[src/rtl/hash_ctl_pkg.sv]
// Shared types and constants of the hash control register block.
// Assumes word-granular offsets inside a 0x64-byte window.
package hash_ctl_pkg;

    // Algorithm code presented to the hash datapath.
    typedef enum logic [2:0] {
        ALG_MD5        = 3'd0,
        ALG_SHA1       = 3'd1,
        ALG_SHA224     = 3'd2,
        ALG_SHA256     = 3'd3,
        ALG_SHA512     = 3'd4,
        ALG_SHA384     = 3'd5,
        ALG_SHA512_256 = 3'd6
    } hash_algo_e;

    // Decoded view of one command word.
    typedef struct packed {
        logic       valid;
        hash_algo_e algo;
        logic       sg;
        logic       irq_en;
        logic       unsup;
    } cmd_dec_t;

    // Word indices of the registers (byte offset / 4).
    localparam int IDX_CIPHER = 4;
    localparam int IDX_STATUS = 7;
    localparam int IDX_SRC    = 8;
    localparam int IDX_DST    = 9;
    localparam int IDX_LEN    = 11;
    localparam int IDX_CMD    = 12;
    localparam int WIN_WORDS  = 25;

    // Bit positions that the decode and status logic rely on.
    localparam int CMD_IRQ_EN_BIT = 9;
    localparam int CMD_SG_BIT     = 18;
    localparam int STAT_DONE_BIT  = 9;

endpackage

[src/rtl/hash_cmd_decode.sv]
// Combinational decode of a masked command word into an algorithm code,
// a valid bit, the scatter-gather and interrupt-enable bits and the
// unsupported-mode indication. Assumes the word is already masked.
module hash_cmd_decode
    import hash_ctl_pkg::*;
#(
    parameter bit WIDE = 1'b1
) (
    input  logic [31:0] cmd,
    output cmd_dec_t    dec
);

    logic       fam_ok;
    hash_algo_e fam_algo;

    // The SHA-512 family exists only in the wide configuration.
    generate
        if (WIDE) begin : g_family
            // Variant pick from the second selection field.
            always_comb begin
                fam_ok   = 1'b1;
                fam_algo = ALG_SHA512;
                case (cmd[12:10])
                    3'b000:  fam_algo = ALG_SHA512;
                    3'b001:  fam_algo = ALG_SHA384;
                    3'b010:  fam_algo = ALG_SHA512_256;
                    default: fam_ok   = 1'b0;
                endcase
            end
        end else begin : g_no_family
            assign fam_ok   = 1'b0;
            assign fam_algo = ALG_SHA512;
        end
    endgenerate

    // Main selection field decode plus the mode-flag extraction.
    always_comb begin
        dec        = '0;
        dec.algo   = ALG_MD5;
        dec.sg     = cmd[CMD_SG_BIT];
        dec.irq_en = cmd[CMD_IRQ_EN_BIT];
        dec.unsup  = (|cmd[8:7]) | cmd[1];
        case (cmd[6:4])
            3'b000: begin dec.valid = 1'b1; dec.algo = ALG_MD5;    end
            3'b010: begin dec.valid = 1'b1; dec.algo = ALG_SHA1;   end
            3'b100: begin dec.valid = 1'b1; dec.algo = ALG_SHA224; end
            3'b101: begin dec.valid = 1'b1; dec.algo = ALG_SHA256; end
            3'b110: begin dec.valid = fam_ok; dec.algo = fam_algo; end
            default: dec.valid = 1'b0;
        endcase
    end

endmodule

[src/rtl/hash_job_ctrl.sv]
// Job sequencing: issues the one-cycle start pulse, tracks busy, latches
// completion into the done flag and drives the interrupt line.
// Assumes launch_req is a single-cycle request and job_done a pulse.
module hash_job_ctrl
    import hash_ctl_pkg::*;
(
    input  logic       clk,
    input  logic       rst_n,
    input  logic       launch_req,
    input  cmd_dec_t   dec,
    input  logic       job_done,
    input  logic       clr_done,
    output logic       job_start,
    output hash_algo_e job_algo,
    output logic       job_sg,
    output logic       busy,
    output logic       done_flag,
    output logic       irq
);

    logic irq_en_q;
    logic finish;

    assign finish = job_done & busy;

    // Launch, busy tracking and capture of the job parameters.
    always_ff @(posedge clk) begin
        if (!rst_n) begin
            job_start <= 1'b0;
            job_algo  <= ALG_MD5;
            job_sg    <= 1'b0;
            busy      <= 1'b0;
            irq_en_q  <= 1'b0;
        end else begin
            job_start <= 1'b0;
            if (launch_req && !busy) begin
                job_start <= 1'b1;
                job_algo  <= dec.algo;
                job_sg    <= dec.sg;
                irq_en_q  <= dec.irq_en;
                busy      <= 1'b1;
            end else if (finish) begin
                busy      <= 1'b0;
            end
        end
    end

    // Completion flag and interrupt; a new completion wins over a clear.
    always_ff @(posedge clk) begin
        if (!rst_n) begin
            done_flag <= 1'b0;
            irq       <= 1'b0;
        end else if (finish) begin
            done_flag <= 1'b1;
            if (irq_en_q) irq <= 1'b1;
        end else if (clr_done) begin
            done_flag <= 1'b0;
            irq       <= 1'b0;
        end
    end

endmodule

[src/rtl/hash_ctl_regs.sv]
// Register window of the hash offload engine. Holds pointers, length,
// command, status and cipher command words, applies per-configuration
// masks and byte enables, and launches jobs on command writes.
// Assumes one bus access per cycle with combinational read data.
module hash_ctl_regs
    import hash_ctl_pkg::*;
#(
    parameter int ADDR_W = 12,
    parameter bit WIDE   = 1'b1
) (
    input  logic              clk,
    input  logic              rst_n,
    input  logic              bus_sel,
    input  logic              bus_wr,
    input  logic [ADDR_W-1:0] bus_addr,
    input  logic [3:0]        bus_be,
    input  logic [31:0]       bus_wdata,
    output logic [31:0]       bus_rdata,
    output logic              job_start,
    output logic [2:0]        job_algo,
    output logic              job_sg,
    output logic [31:0]       job_src,
    output logic [31:0]       job_dst,
    output logic [31:0]       job_len,
    output logic              job_busy,
    input  logic              job_done,
    output logic              irq,
    output logic              cmd_unsup,
    output logic              algo_invalid
);

    localparam int          IDX_W    = ADDR_W - 2;
    localparam logic [31:0] SRC_MASK = WIDE ? 32'h7FFF_FFFF : 32'h3FFF_FFFF;
    localparam logic [31:0] DST_MASK = WIDE ? 32'h7FFF_FFF8 : 32'h3FFF_FFF8;
    localparam logic [31:0] LEN_MASK = 32'h0FFF_FFFF;
    localparam logic [31:0] CMD_MASK = WIDE ? 32'h0014_7FFF : 32'h0000_03FF;

    logic [IDX_W-1:0] idx;
    logic             in_win;
    logic             wr_hit;
    logic [31:0]      be_mask;
    logic [31:0]      src_q, dst_q, len_q, cmd_q, cipher_q;
    logic [31:0]      cmd_next;
    logic             wr_cmd;
    logic             clr_done;
    logic             done_flag;
    cmd_dec_t         dec;
    hash_algo_e       algo_e;

    assign idx    = bus_addr[ADDR_W-1:2];
    assign in_win = (idx < IDX_W'(WIN_WORDS));
    assign wr_hit = bus_sel & bus_wr & in_win;

    // Expand byte enables into a bit mask.
    generate
        for (genvar b = 0; b < 4; b++) begin : g_be
            assign be_mask[8*b +: 8] = {8{bus_be[b]}};
        end
    endgenerate

    // Merge the write data into an old word under the byte mask.
    function automatic logic [31:0] merge(input logic [31:0] old_w);
        return (old_w & ~be_mask) | (bus_wdata & be_mask);
    endfunction

    assign wr_cmd   = wr_hit && (idx == IDX_W'(IDX_CMD));
    assign cmd_next = merge(cmd_q) & CMD_MASK;
    assign clr_done = wr_hit && (idx == IDX_W'(IDX_STATUS))
                      && bus_be[STAT_DONE_BIT/8] && bus_wdata[STAT_DONE_BIT];

    hash_cmd_decode #(.WIDE(WIDE)) u_dec (
        .cmd (cmd_next),
        .dec (dec)
    );

    hash_job_ctrl u_ctrl (
        .clk        (clk),
        .rst_n      (rst_n),
        .launch_req (wr_cmd && dec.valid),
        .dec        (dec),
        .job_done   (job_done),
        .clr_done   (clr_done),
        .job_start  (job_start),
        .job_algo   (algo_e),
        .job_sg     (job_sg),
        .busy       (job_busy),
        .done_flag  (done_flag),
        .irq        (irq)
    );

    // Register storage with per-register masks.
    always_ff @(posedge clk) begin
        if (!rst_n) begin
            src_q    <= '0;
            dst_q    <= '0;
            len_q    <= '0;
            cmd_q    <= '0;
            cipher_q <= '0;
        end else if (wr_hit) begin
            if (idx == IDX_W'(IDX_SRC))    src_q    <= merge(src_q) & SRC_MASK;
            if (idx == IDX_W'(IDX_DST))    dst_q    <= merge(dst_q) & DST_MASK;
            if (idx == IDX_W'(IDX_LEN))    len_q    <= merge(len_q) & LEN_MASK;
            if (idx == IDX_W'(IDX_CIPHER)) cipher_q <= merge(cipher_q);
            if (wr_cmd)                    cmd_q    <= cmd_next;
        end
    end

    // Per-command flags, replaced on every command write.
    always_ff @(posedge clk) begin
        if (!rst_n) begin
            cmd_unsup    <= 1'b0;
            algo_invalid <= 1'b0;
        end else if (wr_cmd) begin
            cmd_unsup    <= dec.unsup;
            algo_invalid <= !dec.valid;
        end
    end

    // Read multiplexer; unmapped and out-of-window words read 0.
    always_comb begin
        bus_rdata = '0;
        if (in_win) begin
            case (int'(idx))
                IDX_SRC:    bus_rdata = src_q;
                IDX_DST:    bus_rdata = dst_q;
                IDX_LEN:    bus_rdata = len_q;
                IDX_CMD:    bus_rdata = cmd_q;
                IDX_CIPHER: bus_rdata = cipher_q;
                IDX_STATUS: bus_rdata[STAT_DONE_BIT] = done_flag;
                default:    bus_rdata = '0;
            endcase
        end
    end

    assign job_algo = algo_e;
    assign job_src  = src_q;
    assign job_dst  = dst_q;
    assign job_len  = len_q;

endmodule

[config.mk]
export PLATFORM = sky130hd
export DESIGN_NAME = hash_ctl_regs
export DESIGN_NICKNAME = d
export VERILOG_FILES = /design/src/rtl/hash_ctl_pkg.sv /design/src/rtl/hash_cmd_decode.sv /design/src/rtl/hash_job_ctrl.sv /design/src/rtl/hash_ctl_regs.sv
export SDC_FILE = /design/constraint.sdc
export NUM_CORES = 1
export LEC_CHECK = 0
export CORE_ASPECT_RATIO = 0.7
export CORE_MARGIN = 10
export CORE_UTILIZATION = 40
export CTS_CLUSTER_DIAMETER = 30
export CTS_CLUSTER_SIZE = 24
export DETAILED_ROUTE_END_ITERATION = 8
export GPL_TIMING_DRIVEN = 0
export PLACE_DENSITY = 0.8
export SETUP_SLACK_MARGIN = 0.05
export SLEW_MARGIN = 20
export SYNTH_ARGS = -nofsm -noshare
export SYNTH_HDL_FRONTEND = slang
export SYNTH_SLANG_ARGS = --single-unit
export TNS_END_PERCENT = 10
[constraint.sdc]
create_clock -name clk -period 2.6 [get_ports clk]
set_clock_uncertainty 0.2 [all_clocks]
set_input_delay 0.52 -clock clk [delete_from_list [all_inputs] [get_ports clk]]
set_output_delay 0.52 -clock clk [all_outputs]
set_load 0.01 [all_outputs]
==> run metrics, run 1 <==
status=complete, but fails checks; violated checks=setup timing; DP HPWL=18,900 um; R2R depth=6; Worst Path Arrival=2.00 ns; Site Rows=39; Worst setup EP type=output pin; Worst R2R End=u_ctrl.irq_en_q; max capacitance violation total=0; Fmax=367 MHz; hold_ws=0.264 ns; layout cell share with drive strength beyond 1=23.0%; TritonRoute pass-1 iters=6; Final #Nets=1,023; WL final=26,900 um; Core Region=16,200 um2; Via Count=7,006; Pint=3660 uW; die height=127 um; Wirelength per Cell=22.3 um; Tot Pwr=4920 uW; post-synthesis adder-cell area fraction=0%; Mapped Cells=736; CTS tree=done; Simple-Gate Fraction of Synth Area=19.8%; cts-stage hold buffer count=0; final worst-path setup slack=-0.124 ns; final setup TNS=-1.61 ns; Worst-Skew Late Latency=0.43 ns; Post-Syn Area=6570 um2; flop-to-flop setup slack=0.40 ns; Synth Register Bits=147; Worst Setup SP=bus_addr[11]; PwrDens=495 nW/um2; Worst Tran Pin Value=0.829 ns; YS warnings=0; register area share after synthesis=44.8%; Clock Tree Buf Depth=2; Post-Synth XOR/XNOR Area=0%; RSZ-0062 raised after global routing=yes; max-slew violations=0; number of global-route vias before repair=6,766; FFs w/ async S/R, synth=0%; total CTS buffers=17; antenna-violating nets left=0; minimum clock period=2.72 ns; Antenna Cells=0; end of the critical path=bus_rdata[4]; initial antenna violation count=0; final setup violation count=23; pre-CTS setup slack=-1.77 ns; crit path kind=input port to output pin; Filler Cell Count=1,325; CP Data Required Time=1.88 ns; final hold violation count=0; I/O Buffers=174; Final period util=105%; Die W=173 um; H-tree Lvls=4; GRT Util Overall=23.1%; GPL Wtd Cong=0.890; Worst-path clk slew=0.06 ns; Hold Crit Class=flip-flop to flip-flop; DR DRC count=0; worst vdd ir=0.000370 V; critical path launch point type=input port; mux cell area share after synthesis=13.4%; leakage=0.00389 uW; syn avg cell area=8.93 um2; synth unique cells=57; Synth Area in Compound Gates=17.0%; Reg2Reg Launch Point=cmd_q[6]; Layout area overhead=51.4%; CTS root buf=clkbuf_16; EDFF count, synth=0; die footprint=22,000 um2; Combinational Power Share=7.5%; largest family of logic cells by synthesized area=simple AND/OR/NAND/NOR gates; sw frac=25.7%; grt ovf=0; Initial Utilization=40.6%; Top Ports=190; sequential share of power=45.8%; max_slew headroom=44.7%; # clock sinks=147; predominant post-synthesis flop cell=dfxtp_1; DR iter-0 viols=805; first-pass GRT wire length=39,900 um; largest net degree at the start of global routing=17; critical path fanouts, max=6; clock share of power=46.7%; Vias/cell=5.80; total net switching power=1260 uW
[through the flow]
step / area, um2 / cells / utilization, %
6_report: 9940 / 1208 / 61.4
3_3_place_gp: 8700 / 1143 / 53.7
2_1_floorplan: 6680 / 744 / -
5_1_grt: 9940 / 1208 / 61.4
4_1_cts: 9700 / 1199 / 59.9
3_5_place_dp: 8700 / 1143 / 53.7
[worst max-delay path, cell delays in order]
cell      delay (ns)
buf_8           0.11
or3b_4          0.43
nor2_4          0.15
buf_8           0.15
buf_6           0.14
buf_4           0.11
a22oi_1         0.06
o221ai_2        0.16
buf_2           0.17
[final cells by class]
cell class | instances | area [um2] | area share [%]
clock inverter | 13 | 98.8 | 0.994
timing repair buffer | 208 | 1950 | 19.6
buffer | 65 | 517 | 5.20
inverter | 6 | 22.5 | 0.226
multi-input combinational | 525 | 3690 | 37.1
tap | 225 | 282 | 2.83
sequential | 147 | 2940 | 29.6
clock buffer | 19 | 443 | 4.45
[power by group through the flow]
stage,registers [uW],logic [uW],clock network [uW]
after CTS,2250,338,2280
after global placement,2300,307,0
final,2250,371,2300
after global routing,2250,385,2380
after floorplan,2300,149,0
after detailed placement,2300,308,0
[routing by layer]
layer	global-route usage, %	vias up	wire (um)
met3	8.27	61	3340
met2	34.7	448	11500
li1	-	3143	-
met4	6.17	0	581
met1	30.7	3354	11500
met5	0	-	0
[how the worst min path moves through the flow]
stage               startpoint  cells past startpoint        end  slack [ns]
finish               flip-flop                      2  flip-flop        0.26
detailed placement   flip-flop                      2  flip-flop        0.25
CTS                  flip-flop                      2  flip-flop        0.26
global placement     flip-flop                      2  flip-flop        0.25
global route         flip-flop                      2  flip-flop        0.28
floorplan            flip-flop                      2  flip-flop        0.24
[logic make-up after synthesis]
kind of cell,after synthesis
DFF,147
muxes,87
other,1
AOI/OAI and AO/OA,169
buffers and inverters,72
and+or+nand+nor,260
[synth_stat cells (2+ instances only)]
cell,n,area [um2]
nor2b_1,10,62.6
o221ai_1,5,43.8
a22oi_1,22,165
dfxtp_1,147,2940
and2_1,2,12.5
mux2i_1,83,831
nand3_2,3,30.0
a21boi_0,3,22.5
o21ai_0,72,360
a21oi_1,10,50.1
buf_2,10,50.1
buf_1,11,41.3
and4bb_2,2,25.0
nor3b_1,2,15.0
a222oi_1,8,80.1
o22ai_1,14,87.6
nor2_1,18,67.6
inv_1,6,22.5
nand2_1,100,375
nand4_1,4,25.0
a31o_2,2,17.5
or4b_1,2,20.0
o21ai_1,9,45.0
nand3_1,92,460
buf_4,9,67.6
clkbuf_1,35,131
o211a_1,6,60.1
nor3_1,6,30.0
mux2_2,3,33.8
nand3b_1,2,15.0
o211ai_1,2,15.0
o21ai_2,8,70.1
nand2_2,2,12.5
or3b_1,2,17.5
or4_1,2,15.0
[placed cells by master, fill, tap and decap left out, types with 5 or more instances in the layout]
cell type	netlist	routed
clkdlybuf4s50_1	0	132
inv_1	6	6
nor2_1	18	11
clkbuf_8	0	6
a22oi_1	22	11
o21ai_0	72	64
conb_1	1	9
nor2_4	0	6
a222oi_1	8	8
buf_6	1	13
buf_2	10	31
buf_8	0	9
clkbuf_1	35	24
clkbuf_16	0	20
nand2_1	100	97
nand3_1	92	87
nand2_2	2	5
dfxtp_1	147	147
buf_4	9	39
o21ai_2	8	11
mux2i_1	83	80
o21ai_1	9	14
nor2b_1	10	10
nand3_2	3	6
o211a_1	6	6
a22oi_2	1	12
buf_1	11	7
a21oi_1	10	8
o22ai_2	0	8
[timing repair]
item	CTS	global route
pin swaps	28	18
setup endpoints to repair	174	95
setup buffers	19	9
gates resized for setup	269	56
gates cloned	6	0
Power figures use the tool's default switching activity.
==> run 2, diff against run 1 <==
--- a/config.mk
+++ b/config.mk
@@ -5,6 +5,7 @@
 export SDC_FILE = /design/constraint.sdc
 export NUM_CORES = 1
 export LEC_CHECK = 0
+export ABC_CLOCK_PERIOD_IN_PS = 2600
 export CORE_ASPECT_RATIO = 0.7
 export CORE_MARGIN = 10
 export CORE_UTILIZATION = 40
==> constraint.sdc (replaced) <==
create_clock -name clk -period 2.6 [get_ports clk]
set_clock_uncertainty 0.2 [all_clocks]
set_input_delay 0.26 -clock clk [delete_from_list [all_inputs] [get_ports clk]]
set_output_delay 0.26 -clock clk [all_outputs]
set_load 0.01 [all_outputs]
==> run metrics, run 2 (synthesis gave the netlist of run 1 again) <==
worst vdd ir=0.000412 V (+11%); H-tree Lvls=4 (unchanged); layout cell share with drive strength beyond 1=14.5% (-8.5 points); hold_ws=0.121 ns (-0.143 ns); largest net degree at the start of global routing=17 (unchanged); max-slew violations=0 (unchanged); max capacitance violation total=0 (unchanged); initial antenna violation count=0 (unchanged); cts-stage hold buffer count=0 (unchanged); critical path fanouts, max=5 (-1); DR iter-0 viols=807 (+0.25%); CTS root buf=clkbuf_16; Worst setup EP type=output pin; # clock sinks=147 (unchanged); die footprint=22,000 um2 (unchanged); Placed Area=8620 um2 (-0.91%); Finished Layout Cells=1,183 (-2.1%); WL final=25,900 um (-3.6%); I/O Buffers=174 (unchanged); crit path buf inv count=2 (-3); CP Data Required Time=2.14 ns (+0.26 ns); total CTS buffers=17 (unchanged); Initial Utilization=40.6% (unchanged); Die W=173 um (unchanged); Fmax=385 MHz (+4.8%); antenna-violating nets left=0 (unchanged); final hold violation count=0 (unchanged); final design utilization=58.0% (-3.4 points); Core Region=16,200 um2 (unchanged); DR DRC count=0 (unchanged); max_slew headroom=49.0% (+4.3 points); TritonRoute pass-1 iters=7 (+1); CP max stage cell=or3b_4; storage element area=2940 um2 (unchanged); placed cell count=1,143 (unchanged); Vias/cell=5.71 (-1.5%); status=complete, but fails checks; final worst-path setup slack=-0.000158 ns (+0.124 ns); CP max stage delay=0.46 ns (+0.03 ns); Hold Crit Class=input port to flip-flop; Top Ports=190 (unchanged); grt ovf=0 (unchanged); Worst-Skew Late Latency=0.42 ns (about the same); GRT Util Overall=22.0% (-1.0 points); die height=127 um (unchanged); Worst Tran Pin Value=0.743 ns (-0.0861 ns); Via Count=6,759 (-3.5%); PwrDens=530 nW/um2 (+7.2%); number of global-route vias before repair=6,454 (-4.6%); Site Rows=39 (unchanged); critical path launch point type=input port; GPL Wtd Cong=0.888 (-0.18%); commonest non-fill, non-tap cell in the layout=dfxtp_1; Final period util=100% (-4.8 points); final setup violation count=1 (-96%); CTS tree=done; first-pass GRT wire length=38,500 um (-3.5%); DP HPWL=19,100 um (+1.3%); violated checks=setup timing; Worst Path Arrival=2.14 ns (+0.14 ns); leakage=0.00366 uW (-6.0%); crit-path leading delay family=simple AND/OR/NAND/NOR gates; RSZ-0062 raised after global routing=yes; Final #Nets=998 (-2.4%); commonest cells after routing, fill and taps aside=dfxtp_1, clkdlybuf4s50_1, nand2_1, nand3_1, mux2i_1; Antenna Cells=0 (unchanged); flop-to-flop setup slack=0.22 ns (-0.18 ns); Layout area overhead=42.9%; Filler Cell Count=1,434 (+8.2%); Clock Tree Buf Depth=2 (unchanged); post-route cell area=9390 um2 (-5.6%); minimum clock period=2.60 ns (-0.124 ns); area of the multi-input gates=3450 um2 (-6.6%); crit path kind=input port to output pin; Worst-path clk slew=0.06 ns (about the same); Wirelength per Cell=21.9 um (-1.6%); worst-path cell chain=dlygate4sd2_1 > or3b_4 > or3b_1 > o32a_1 > o21ai_0 > clkdlybuf4s15_1
==> run 2: path summary, 6_finish.rpt <==
check                from            endpoint  depth (start not counted)
max          bus_addr[11]        bus_rdata[9]                          6
min             bus_be[2]           flip-flop                          3
max reg2reg      cmd_q[6]  u_ctrl.job_algo[0]                          6
min reg2reg     flip-flop           flip-flop                          2
==> run 2: cell type report <==
type,count,area share (%)
multi-input cells,525,36.7
flip-flops and latches,147,31.3
repair buffers,183,18.2
clock buffers,20,4.76
plain buffers,65,4.40
well taps,225,3.00
clock inverters,12,1.31
inverters,6,0.240
==> run 2: repair_timing <==
| action | 4_1_cts | 5_1_grt |
|---|---|---|
| gates resized for setup | 140 | 32 |
| pin swaps | 4 | 3 |
| setup endpoints to repair | 100 | 60 |
| buffers inserted | 6 | 3 |
| endpoints found under the hold margin | 0 | 0 |
==> run 2: where the power goes <==
| part | internal (uW) | switching, uW |
|---|---|---|
| sequential | 2250 | 0.0163 |
| clock | 1360 | 1030 |
| combinational | 124 | 211 |
| total | 3740 | 1240 |
==> run 2: tightest hold or removal path, stage by stage <==
cell,delay [ns]
clkbuf_1,0.19
nand2_1,0.15
mux2i_1,0.08
==> run 2: metal layers <==
metal	part of all wire, %	routed length (um)	vias up	GRT usage [%]
met5	0	0	-	0
met4	1.9	482	0	5.76
met3	12	2990	44	7.74
met2	43	11200	396	33.4
met1	44	11300	3231	29.3
li1	-	-	3088	-
==> run 2: stage by stage <==
| stage | setup TNS (ns) | total power [uW] | worst slack [ns] |
|---|---|---|---|
| after global routing | -0.00688 | 5090 | -0.00688 |
| after global placement | -80.53 | 2610 | -1.46 |
| after CTS | 0 | 4960 | 0.00573 |
| after floorplan | 0 | 2450 | 0.421 |
| final | -0.000158 | 4980 | -0.000158 |
| after detailed placement | -84.51 | 2610 | -1.46 |
==> run 3, diff against run 2 <==
--- a/config.mk
+++ b/config.mk
@@ -5,6 +5,7 @@
 export SDC_FILE = /design/constraint.sdc
 export NUM_CORES = 1
 export LEC_CHECK = 0
+export ABC_AREA = 1
 export ABC_CLOCK_PERIOD_IN_PS = 2600
 export CORE_ASPECT_RATIO = 0.7
 export CORE_MARGIN = 10
==> run metrics, run 3 <==
Mapped Cells=998 (+36%); Clock Tree Buf Depth=2 (unchanged); die height=130 um (+1.9%); Worst-path clk slew=0.07 ns (about the same); register area share after synthesis=42.9% (-1.9 points); minimum clock period=2.54 ns (-0.0579 ns); predominant post-synthesis flop cell=dfxtp_1; cts-stage hold buffer count=0 (unchanged); CP max stage cell=o211ai_1; crit path buf inv count=3 (+1); CP Data Required Time=2.14 ns (about the same); initial antenna violation count=0 (unchanged); DP HPWL=20,600 um (+7.7%); Worst-Skew Late Latency=0.43 ns (about the same); die footprint=22,900 um2 (+3.8%); first-pass GRT wire length=44,300 um (+15%); EDFF count, synth=0 (unchanged); final hold violation count=0 (unchanged); Initial Utilization=41.4% (+0.80 points); PwrDens=523 nW/um2 (-1.4%); critical path launch point type=input port; YS warnings=0 (unchanged); commonest cells after routing, fill and taps aside=nand2_1, dfxtp_1, a21oi_1, clkdlybuf4s50_1, nor2_1; Fmax=393 MHz (+2.3%); WL final=29,500 um (+14%); Antenna Cells=0 (unchanged); RSZ-0062 raised after global routing=yes; largest net degree at the start of global routing=17 (unchanged); syn avg cell area=6.88 um2 (-23%); I/O Buffers=176 (+1.1%); most frequent cell after synthesis=nand2_1; commonest non-fill, non-tap cell in the layout=nand2_1; Final #Nets=1,290 (+29%); FFs w/ async S/R, synth=0% (unchanged); status=finished, final reports clean; R2R depth=10 (+4); worst-path cell chain=dlygate4sd2_1 > nor2_4 > nand2_1 > nor2_2 > buf_4 > nand2_4 > o211ai_1 > nor2_1 > nor2_1 > clkdlybuf4s15_2; Top Ports=190 (unchanged); hold_sp=rst_n; CTS tree=done; hold worst-path end=cmd_q[5]; hold path depth=3 (unchanged); critical path fanouts, max=9 (+4); layout cell share with drive strength beyond 1=12.3% (-2.2 points); antenna-violating nets left=0 (unchanged); DR DRC count=0 (unchanged); final design utilization=60.3% (+2.4 points); max-slew violations=0 (unchanged); Worst R2R End=u_ctrl.job_algo[0]; Worst Path Arrival=2.08 ns (-0.06 ns); # clock sinks=147 (unchanged); final setup violation count=0 (-1); grt ovf=0 (unchanged); commonest cells in the netlist=nand2_1, a21oi_1, dfxtp_1; Reg2Reg Launch Point=cmd_q[6]; CP max stage delay=0.36 ns (-0.10 ns); GPL Wtd Cong=0.891 (+0.27%); CTS root buf=clkbuf_16; Hold Crit Class=input port to flip-flop; dominant cell type by area after synthesis=dfxtp_1; TritonRoute pass-1 iters=7 (unchanged); Synth top area share=42.9% (-1.9 points); Site Rows=39 (unchanged); crit-path leading delay family=simple AND/OR/NAND/NOR gates; final setup TNS=0 ns (+0.000158 ns); max_slew headroom=47.6% (-1.4 points); H-tree Lvls=4 (unchanged); Via Count=8,197 (+21%); Vias/cell=5.56 (-2.7%); top post-synthesis cells by area=dfxtp_1, nand2_1, a21oi_1; Worst Tran Pin Value=0.786 ns (+0.0423 ns); Synth Register Bits=147 (unchanged); Final period util=97.8% (-2.2 points); DR iter-0 viols=1,296 (+61%); number of global-route vias before repair=7,639 (+18%); flop-to-flop setup slack=0.78 ns (+0.56 ns); Worst setup EP type=output pin; leakage=0.00388 uW (+6.0%); Wirelength per Cell=20.0 um (-8.7%); synth unique cells=32 (-44%); Layout area overhead=45.9%; Die W=177 um (+1.9%); most used cell, CP=nor2_1; max capacitance violation total=0 (unchanged); crit path kind=input port to output pin; worst vdd ir=0.000400 V (-2.9%); GRT Util Overall=24.6% (+2.6 points); total CTS buffers=17 (unchanged); Post-Syn Area=6860 um2 (+4.4%); Core Region=16,600 um2 (+2.4%)
==> run 3: changes by cell type in the layout (fill, tap and decap cells not counted), moves of 11 or more <==
cell	before	now
o22ai_1	11	0
a22oi_1	22	0
mux2i_1	83	2
buf_4	18	49
inv_1	6	49
dlygate4sd2_1	10	23
nand3_1	91	73
nand2_1	99	258
a21oi_1	10	146
nor2_1	12	100
o21ai_0	67	34
nor3_1	4	50
==> run 3: where the power goes <==
part	internal, uW	switching, uW	leakage (uW)
clock network	1580	1080	0.000297
logic	111	211	0.00240
registers	2250	0.00951	0.00118
total	3940	1290	0.00388
==> run 3: how the worst max path moves through the flow <==
stage	from	slack, ns	cells past startpoint	to
3_3_place_gp	bus_addr[3]	-0.85	8	bus_rdata[15]
4_1_cts	bus_addr[7]	-0.1	11	bus_rdata[18]
3_5_place_dp	bus_addr[3]	-0.83	8	bus_rdata[15]
6_report	bus_addr[10]	0.06	10	bus_rdata[12]
2_1_floorplan	bus_addr[9]	0.70	8	bus_rdata[22]
5_1_grt	bus_addr[10]	-0.02	10	bus_rdata[12]
==> run 3: final cells by class <==
class / count / area (um2)
plain buffers: 65 / 428
clock buffers: 19 / 453
clock inverters: 13 / 174
fillers: 1464 / 6580
inverters: 55 / 214
multi-input cells: 739 / 3500
flip-flops and latches: 147 / 2940
well taps: 225 / 282
repair buffers: 212 / 2010
==> run 3: worst register-to-register path, cell delays in order, from the launching register on <==
cell,delay (ns)
dfxtp_1,0.34
inv_1,0.07
o21ai_0,0.26
nand2_1,0.15
nand2_1,0.09
inv_1,0.04
nand2_1,0.22
nand3_4,0.15
nand2_1,0.09
nand2_1,0.05
nor2_1,0.10
==> run 3: per-layer routing <==
metal	vias up	routed length (um)	GRT usage (%)
met3	63	4050	8.59
met2	561	12300	35.6
met1	3795	12700	33.8
li1	3778	-	-
met4	0	513	7.15
met5	-	0	0
==> run 3: per-stage QoR <==
| stage | cell area (um2) | hold slack (ns) | setup WS, ns | total power (uW) | std cells |
|---|---|---|---|---|---|
| after floorplan | 6890 | 0.209 | 0.695 | 2430 | 1006 |
| after global placement | 8930 | 0.236 | -0.848 | 2590 | 1407 |
| after detailed placement | 8930 | 0.241 | -0.834 | 2590 | 1407 |
| after CTS | 9960 | 0.107 | -0.0980 | 5190 | 1467 |
| after global routing | 10000 | 0.165 | -0.0173 | 5320 | 1475 |
| final | 10000 | 0.113 | 0.0577 | 5230 | 1475 |
==> run 3: cell families after synthesis <==
logic type / Yosys count / share of synthesized area [%]
and+or+nand+nor: 528 / 33.6
AOI/OAI and AO/OA: 200 / 15.0
DFF: 147 / 42.9
buffers and inverters: 120 / 8.13
muxes: 2 / 0.292
other: 1 / 0.0547
==> run 3: timing repair <==
item | CTS | global route
setup endpoints to repair | 32 | 32
gates resized for setup | 119 | 16
setup buffers | 28 | 8
pin swaps | 15 | 18
